[src/rtl/ilv_pkg.sv]
package ilv_pkg;
    localparam int MAX_SF   = 12;
    localparam int MIN_SF   = 7;
    localparam int CW_W     = 8;
    localparam int HDR_LOSS = 2;
    localparam int MAX_CR   = 4;
    localparam int CR_W     = 3;
    localparam int SF_W     = $clog2(MAX_SF + 1);

    typedef enum logic [1:0] {
        PH_IDLE  = 2'd0,
        PH_FILL  = 2'd1,
        PH_DRAIN = 2'd2
    } phase_e;

    typedef struct packed {
        logic [SF_W-1:0] sf;
        logic [CR_W-1:0] cr;
        logic            hdr;
    } pkt_cfg_t;

    // Inverse Gray: cascade an XOR from the top bit downwards.
    function automatic logic [MAX_SF-1:0] gray_undo(input logic [MAX_SF-1:0] g);
        logic [MAX_SF-1:0] b;
        logic acc;
        acc = 1'b0;
        for (int k = MAX_SF - 1; k >= 0; k--) begin
            acc  = acc ^ g[k];
            b[k] = acc;
        end
        return b;
    endfunction

    // Keep configuration inside the supported range.
    function automatic pkt_cfg_t cfg_sanitize(input logic [SF_W-1:0] sf,
                                              input logic [CR_W-1:0] cr,
                                              input logic hdr);
        pkt_cfg_t c;
        c.hdr = hdr;
        if (sf < SF_W'(MIN_SF))      c.sf = SF_W'(MIN_SF);
        else if (sf > SF_W'(MAX_SF)) c.sf = SF_W'(MAX_SF);
        else                         c.sf = sf;
        if (cr == '0)                c.cr = CR_W'(1);
        else if (cr > CR_W'(MAX_CR)) c.cr = CR_W'(MAX_CR);
        else                         c.cr = cr;
        return c;
    endfunction
endpackage

[src/rtl/ilv_ctrl.sv]
module ilv_ctrl
    import ilv_pkg::*;
#(
    parameter int ROWS_MAX = MAX_SF,
    parameter int COLS_MAX = CW_W,
    localparam int RW = $clog2(ROWS_MAX + 1),
    localparam int CW = $clog2(COLS_MAX)
) (
    input  logic          clk,
    input  logic          rst,
    input  pkt_cfg_t      cfg_in,
    input  logic          in_valid,
    input  logic          in_last,
    input  logic          out_ready,
    output logic          in_ready,
    output logic          wr_en,
    output logic [RW-1:0] wr_row,
    output logic [CW-1:0] rd_col,
    output logic [RW-1:0] rows,
    output logic          hdr_blk,
    output logic [RW-1:0] sf_cur,
    output logic          out_valid,
    output logic          out_last
);
    phase_e        phase_q;
    pkt_cfg_t      cfg_q;
    logic          hdr_q;
    logic [RW-1:0] cnt_q;
    logic [CW-1:0] col_q;
    logic          last_q;
    logic [RW-1:0] cols;
    logic          fill_end;
    logic          drain_end;

    always_comb begin
        rows      = hdr_q ? RW'(cfg_q.sf) - RW'(HDR_LOSS) : RW'(cfg_q.sf);
        cols      = hdr_q ? RW'(COLS_MAX) : RW'(cfg_q.cr) + RW'(4);
        in_ready  = (phase_q == PH_FILL);
        out_valid = (phase_q == PH_DRAIN);
        wr_en     = in_ready && in_valid;
        wr_row    = cnt_q;
        rd_col    = col_q;
        hdr_blk   = hdr_q;
        sf_cur    = RW'(cfg_q.sf);
        fill_end  = wr_en && (cnt_q == rows - RW'(1));
        drain_end = (RW'(col_q) == cols - RW'(1));
        out_last  = out_valid && last_q && drain_end;
    end

    always_ff @(posedge clk) begin
        if (rst) begin
            phase_q <= PH_IDLE;
            cfg_q   <= cfg_sanitize(SF_W'(MIN_SF), CR_W'(1), 1'b0);
            hdr_q   <= 1'b0;
            cnt_q   <= '0;
            col_q   <= '0;
            last_q  <= 1'b0;
        end else begin
            unique case (phase_q)
                PH_IDLE: begin
                    if (in_valid) begin
                        cfg_q   <= cfg_in;
                        hdr_q   <= cfg_in.hdr;
                        cnt_q   <= '0;
                        col_q   <= '0;
                        last_q  <= 1'b0;
                        phase_q <= PH_FILL;
                    end
                end
                PH_FILL: begin
                    if (wr_en) begin
                        if (in_last) last_q <= 1'b1;
                        if (fill_end) begin
                            cnt_q   <= '0;
                            phase_q <= PH_DRAIN;
                        end else begin
                            cnt_q <= cnt_q + RW'(1);
                        end
                    end
                end
                PH_DRAIN: begin
                    if (out_ready) begin
                        if (drain_end) begin
                            col_q   <= '0;
                            hdr_q   <= 1'b0;
                            phase_q <= last_q ? PH_IDLE : PH_FILL;
                        end else begin
                            col_q <= col_q + CW'(1);
                        end
                    end
                end
                default: phase_q <= PH_IDLE;
            endcase
        end
    end
endmodule

[src/rtl/ilv_store.sv]
module ilv_store
    import ilv_pkg::*;
#(
    parameter int ROWS_MAX = MAX_SF,
    parameter int COLS_MAX = CW_W,
    localparam int RW = $clog2(ROWS_MAX + 1)
) (
    input  logic                               clk,
    input  logic                               rst,
    input  logic                               wr_en,
    input  logic [RW-1:0]                      wr_row,
    input  logic [COLS_MAX-1:0]                wr_cw,
    output logic [ROWS_MAX-1:0][COLS_MAX-1:0]  mem
);
    always_ff @(posedge clk) begin
        if (rst) begin
            mem <= '0;
        end else if (wr_en) begin
            mem[wr_row] <= wr_cw;
        end
    end
endmodule

[src/rtl/ilv_shuffle.sv]
module ilv_shuffle
    import ilv_pkg::*;
#(
    parameter int ROWS_MAX = MAX_SF,
    parameter int COLS_MAX = CW_W,
    localparam int RW = $clog2(ROWS_MAX + 1),
    localparam int CW = $clog2(COLS_MAX),
    localparam int SW = $clog2(ROWS_MAX + COLS_MAX)
) (
    input  logic [ROWS_MAX-1:0][COLS_MAX-1:0] mem,
    input  logic [CW-1:0]                     col,
    input  logic [RW-1:0]                     rows,
    input  logic                              hdr,
    output logic [ROWS_MAX-1:0]               sym
);
    logic [ROWS_MAX-1:0] word;
    logic [ROWS_MAX-1:0] bin;

    for (genvar j = 0; j < ROWS_MAX; j++) begin : g_row
        logic [SW-1:0] s0, s1, s2, s3;
        always_comb begin
            // (col + j) mod rows; the sum never exceeds four times rows
            s0 = SW'(col) + SW'(j);
            s1 = (s0 >= SW'(rows)) ? s0 - SW'(rows) : s0;
            s2 = (s1 >= SW'(rows)) ? s1 - SW'(rows) : s1;
            s3 = (s2 >= SW'(rows)) ? s2 - SW'(rows) : s2;
            if (RW'(j) < rows) word[j] = mem[RW'(s3)][col];
            else               word[j] = 1'b0;
        end
    end

    always_comb begin
        bin = gray_undo(word);
        sym = hdr ? (bin << HDR_LOSS) : bin;
    end
endmodule

[src/rtl/chirp_interleaver.sv]
module chirp_interleaver
    import ilv_pkg::*;
#(
    parameter int ROWS_MAX = MAX_SF,
    parameter int COLS_MAX = CW_W,
    localparam int RW = $clog2(ROWS_MAX + 1),
    localparam int CW = $clog2(COLS_MAX)
) (
    input  logic                clk,
    input  logic                rst,
    input  logic [SF_W-1:0]     cfg_sf,
    input  logic [CR_W-1:0]     cfg_cr,
    input  logic                cfg_hdr,
    input  logic                in_valid,
    output logic                in_ready,
    input  logic [COLS_MAX-1:0] in_cw,
    input  logic                in_last,
    output logic                out_valid,
    input  logic                out_ready,
    output logic [ROWS_MAX-1:0] out_sym,
    output logic                out_last
);
    pkt_cfg_t                          cfg_in;
    logic                              wr_en;
    logic [RW-1:0]                     wr_row;
    logic [CW-1:0]                     rd_col;
    logic [RW-1:0]                     rows;
    logic                              hdr_blk;
    logic [RW-1:0]                     sf_q;
    logic [ROWS_MAX-1:0][COLS_MAX-1:0] mem;

    assign cfg_in = cfg_sanitize(cfg_sf, cfg_cr, cfg_hdr);

    ilv_ctrl #(.ROWS_MAX(ROWS_MAX), .COLS_MAX(COLS_MAX)) u_ctrl (
        .clk(clk), .rst(rst), .cfg_in(cfg_in),
        .in_valid(in_valid), .in_last(in_last), .out_ready(out_ready),
        .in_ready(in_ready), .wr_en(wr_en), .wr_row(wr_row), .rd_col(rd_col),
        .rows(rows), .hdr_blk(hdr_blk), .sf_cur(sf_q),
        .out_valid(out_valid), .out_last(out_last)
    );

    ilv_store #(.ROWS_MAX(ROWS_MAX), .COLS_MAX(COLS_MAX)) u_store (
        .clk(clk), .rst(rst), .wr_en(wr_en), .wr_row(wr_row),
        .wr_cw(in_cw), .mem(mem)
    );

    ilv_shuffle #(.ROWS_MAX(ROWS_MAX), .COLS_MAX(COLS_MAX)) u_shuffle (
        .mem(mem), .col(rd_col), .rows(rows), .hdr(hdr_blk), .sym(out_sym)
    );
endmodule

[config.mk]
export PLATFORM = sky130hd
export DESIGN_NAME = chirp_interleaver
export DESIGN_NICKNAME = d
export VERILOG_FILES = /design/src/rtl/ilv_pkg.sv /design/src/rtl/ilv_ctrl.sv /design/src/rtl/ilv_store.sv /design/src/rtl/ilv_shuffle.sv /design/src/rtl/chirp_interleaver.sv
export SDC_FILE = /design/constraint.sdc
export NUM_CORES = 1
export LEC_CHECK = 0
export BUFFER_PORTS_ARGS = -buffer_cell sky130_fd_sc_hd__buf_4
export CORE_AREA = 4 4 228 230
export CTS_CLUSTER_SIZE = 16
export DETAILED_ROUTE_END_ITERATION = 7
export DIE_AREA = 0 0 232 234
export GPL_TIMING_DRIVEN = 0
export PLACE_DENSITY = 0.68
export SLEW_MARGIN = 20
export SYNTH_ARGS = -nofsm -noshare
export SYNTH_HDL_FRONTEND = slang
export SYNTH_HIERARCHICAL = 1
export SYNTH_SLANG_ARGS = --single-unit
[constraint.sdc]
create_clock -name clk -period 12.6 [get_ports clk]
set_input_delay 2.52 -clock clk [delete_from_list [all_inputs] [get_ports clk]]
set_output_delay 2.52 -clock clk [all_outputs]
set_load 0.005 [all_outputs]
==> results.md <==
* Status: completed
* Fmax at around 80 MHz
* Min Tclk post-route at approximately 12 ns
* Synthesized area at ~25000 µm²
* Die Y at approximately 230 µm
* Number of global-route vias before repair at roughly 27000
* First-pass GRT wire length at 179900 µm
* Placed Area at approximately 26000 µm²
* # Max-Cap Violations at 0
* Largest net degree at the start of global routing at 36
* CTS Hold Bufs at 0
* Row cnt at 82
* Fin area at between 20000 and 30000 µm²
* Final net count at roughly 3300
* Initial antenna violation count at 4
* Die area at 54290 µm²
* Die width at about 230 µm
* Initial DRC Count at 3824
* Vias per Instance at 7.183
* Crit-path most repeated cell: buf_4
* Met1 usage at 53.90%
* Grt total ovfl at 0
* Pins Over Slew Limit at 0
* Core area at roughly 50000 µm²
* Fraction of the cycle the final worst path needs at between 90 and 100%
* Syn_nets at approximately 3200
* Routed len/inst at approximately 33 µm
* CP max stage delay at around 0.45 ns
* Least-Margin Pin Slew at about 1.3 ns
* Hold_ws at 0.4820 ns
* Initial core utilization at 49.53%
* Clk slew on worst S/H paths at approximately 0.05 ns
* DR vias at 27630
* Total power at between 7 and 8 mW
* DP HPWL at roughly 95000 µm
* Area Growth Syn to Fin at 13.50%
* DR pass1 iterations at 8
* Layout cells sized above 1 at around 20%
* Worst-path fanout max at 11
* GR Util met3 at 11.92%
* Clock latency on the worst-skew pair at between 0.4 and 0.5 ns
* Fin cells at 3846
* Cells after Synth at 3036
* Post-Place Cells at 3748
* Min-Delay Path Class: register to register
* Worst Skew at approximately 0.0080 ns
* CP required at roughly 10 ns
* Average size of a mapped cell at approximately 8.1 µm²
* Routed Wire Length at between 100000 and 150000 µm
* Clock sinks at 114
* Clock Root Buffer: clkbuf_16
* Power per cell area at 274.9 nW/µm²
* Gr busiest metal: met2
* Worst slew margin at between 10% and 20%
* Setup violations, final at 0
* Critical Path AT at 9.92 ns
* CTS Buffer Depth at 2
* Setup crit end kind: primary output
* Ports at 36
* H-tree lvl count at 4
* Gp weighted congestion at around 1.1
* Setup TNS at 0 ns
* Pleak at about 11 nW
* DRC at 0
* Buf+Inv Stages, Crit Path at 12
* Final ANT Viol Nets at 0
* Yosys Warn Count at 6
* CP delay by family, top: compound AO/OA/AOI/OAI gates
* Worst VDD drop at 0.1828 mV
* RSZ-0062 raised after global routing: true
* Met2 usage at between 60% and 70%
* Hold Vio Cnt, Final at 0
* Layout fillers at around 4600
* CTS tree: yes
* IO buf count at 35
* Critical setup path kind: register to primary output
* Total CTS buffers at 17
* Cell with the largest stage delay on the worst path: mux2_2
* Nature of the critical path startpoint: register
* GRT Total Usage at between 40 and 50%
[layer usage]
metal,part of all wire (%),wire length [µm]
met1,36,46000
met2,43,53910
met3,12,15100
met4,8.9,11260
met5,0.021,27
[area by class of cell]
type / count / area (µm²) / area share (%)
Multi-Input combinational cell: 2537 / 21480 / 76.64
Sequential cell: 114 / 2297 / 8.195
Buffer: 276 / 1455 / 5.191
Timing Repair Buffer: 106 / 904.6 / 3.227
Tap cell: 672 / 840.8 / 2.999
Clock buffer: 22 / 464.2 / 1.656
Inverter: 106 / 421.7 / 1.504
Clock inverter: 10 / 156.4 / 0.5579
Antenna cell: 3 / 7.507 / 0.02678
[metrics by stage]
stage / util, % / worst slack, ns
after floorplan: - / 0.2974
after global placement: 51.74 / -4.276
after global routing: 56.21 / -0.06916
final: 56.22 / 0.1591
after detailed placement: 51.96 / -3.627
after CTS: 54.72 / 0.004968
[worst paths after layout]
kind	startpoint	end	slack, ns	depth (start not counted)
setup / recovery	u_ctrl/rd_col[0]	out_sym[0]	0.16	38
hold / removal	u_store/mem[5]	u_store/mem[5]	0.48	2
setup reg to reg	u_ctrl/hdr_blk	u_ctrl/phase_q[0]	10.35	8
hold reg to reg	u_store/mem[5]	u_store/mem[5]	0.48	2
[flip-flops by register name (all words and copies together) (netlist names)]
name / flops
u_ctrl/hdr_blk: 1
u_ctrl/last_q: 1
u_ctrl/wr_row: 4
u_store/mem: 96
u_ctrl/rd_col: 3
u_ctrl/phase_q: 2
u_ctrl/cfg_q: 3
u_ctrl/sf_cur: 4
[tightest hold or removal path, cell delays in order (launching register included)]
cell and delay (ns):
dfxtp_1 0.31, nand2b_1 0.06, mux2i_1 0.06
[cells in the final DEF (no fill, tap or decap), types with 16 or more instances in the layout]
| master | n |
|---|---|
| mux2i_1 | 407 |
| nand2_1 | 289 |
| a21oi_1 | 185 |
| clkbuf_1 | 146 |
| nand2b_1 | 144 |
| nor2_1 | 139 |
| ha_1 | 132 |
| buf_4 | 125 |
| dfxtp_1 | 110 |
| o21ai_0 | 101 |
| inv_1 | 95 |
| mux4_2 | 83 |
| a211oi_1 | 77 |
| mux2_2 | 74 |
| buf_2 | 54 |
| nand3_1 | 49 |
| xnor2_1 | 45 |
| nor3_1 | 45 |
| nor2b_1 | 41 |
| a31oi_1 | 36 |
| a21o_1 | 36 |
| xor2_1 | 33 |
| o211ai_1 | 33 |
| a221oi_1 | 29 |
| fa_1 | 28 |
| and2_1 | 21 |
| o22ai_1 | 18 |
| clkbuf_16 | 17 |
| mux2i_4 | 17 |
| o21a_1 | 16 |
| a2111oi_0 | 16 |
| clkbuf_2 | 16 |
[what timing repair did]
action                     4_1_cts  5_1_grt
setup endpoints to repair       12       10
gates cloned                     0        1
pin swaps                        9       15
gates resized for setup        123      115
buffers inserted                33       33
[power by group]
group,total (mW),internal (mW),switching (mW)
Combinational,6.83,2.72,4.11
Clock,0.502,0.340,0.162
Sequential,0.374,0.366,0.00809
Total,7.71,3.43,4.28
Note: power is estimated with default switching activity, not from simulation.
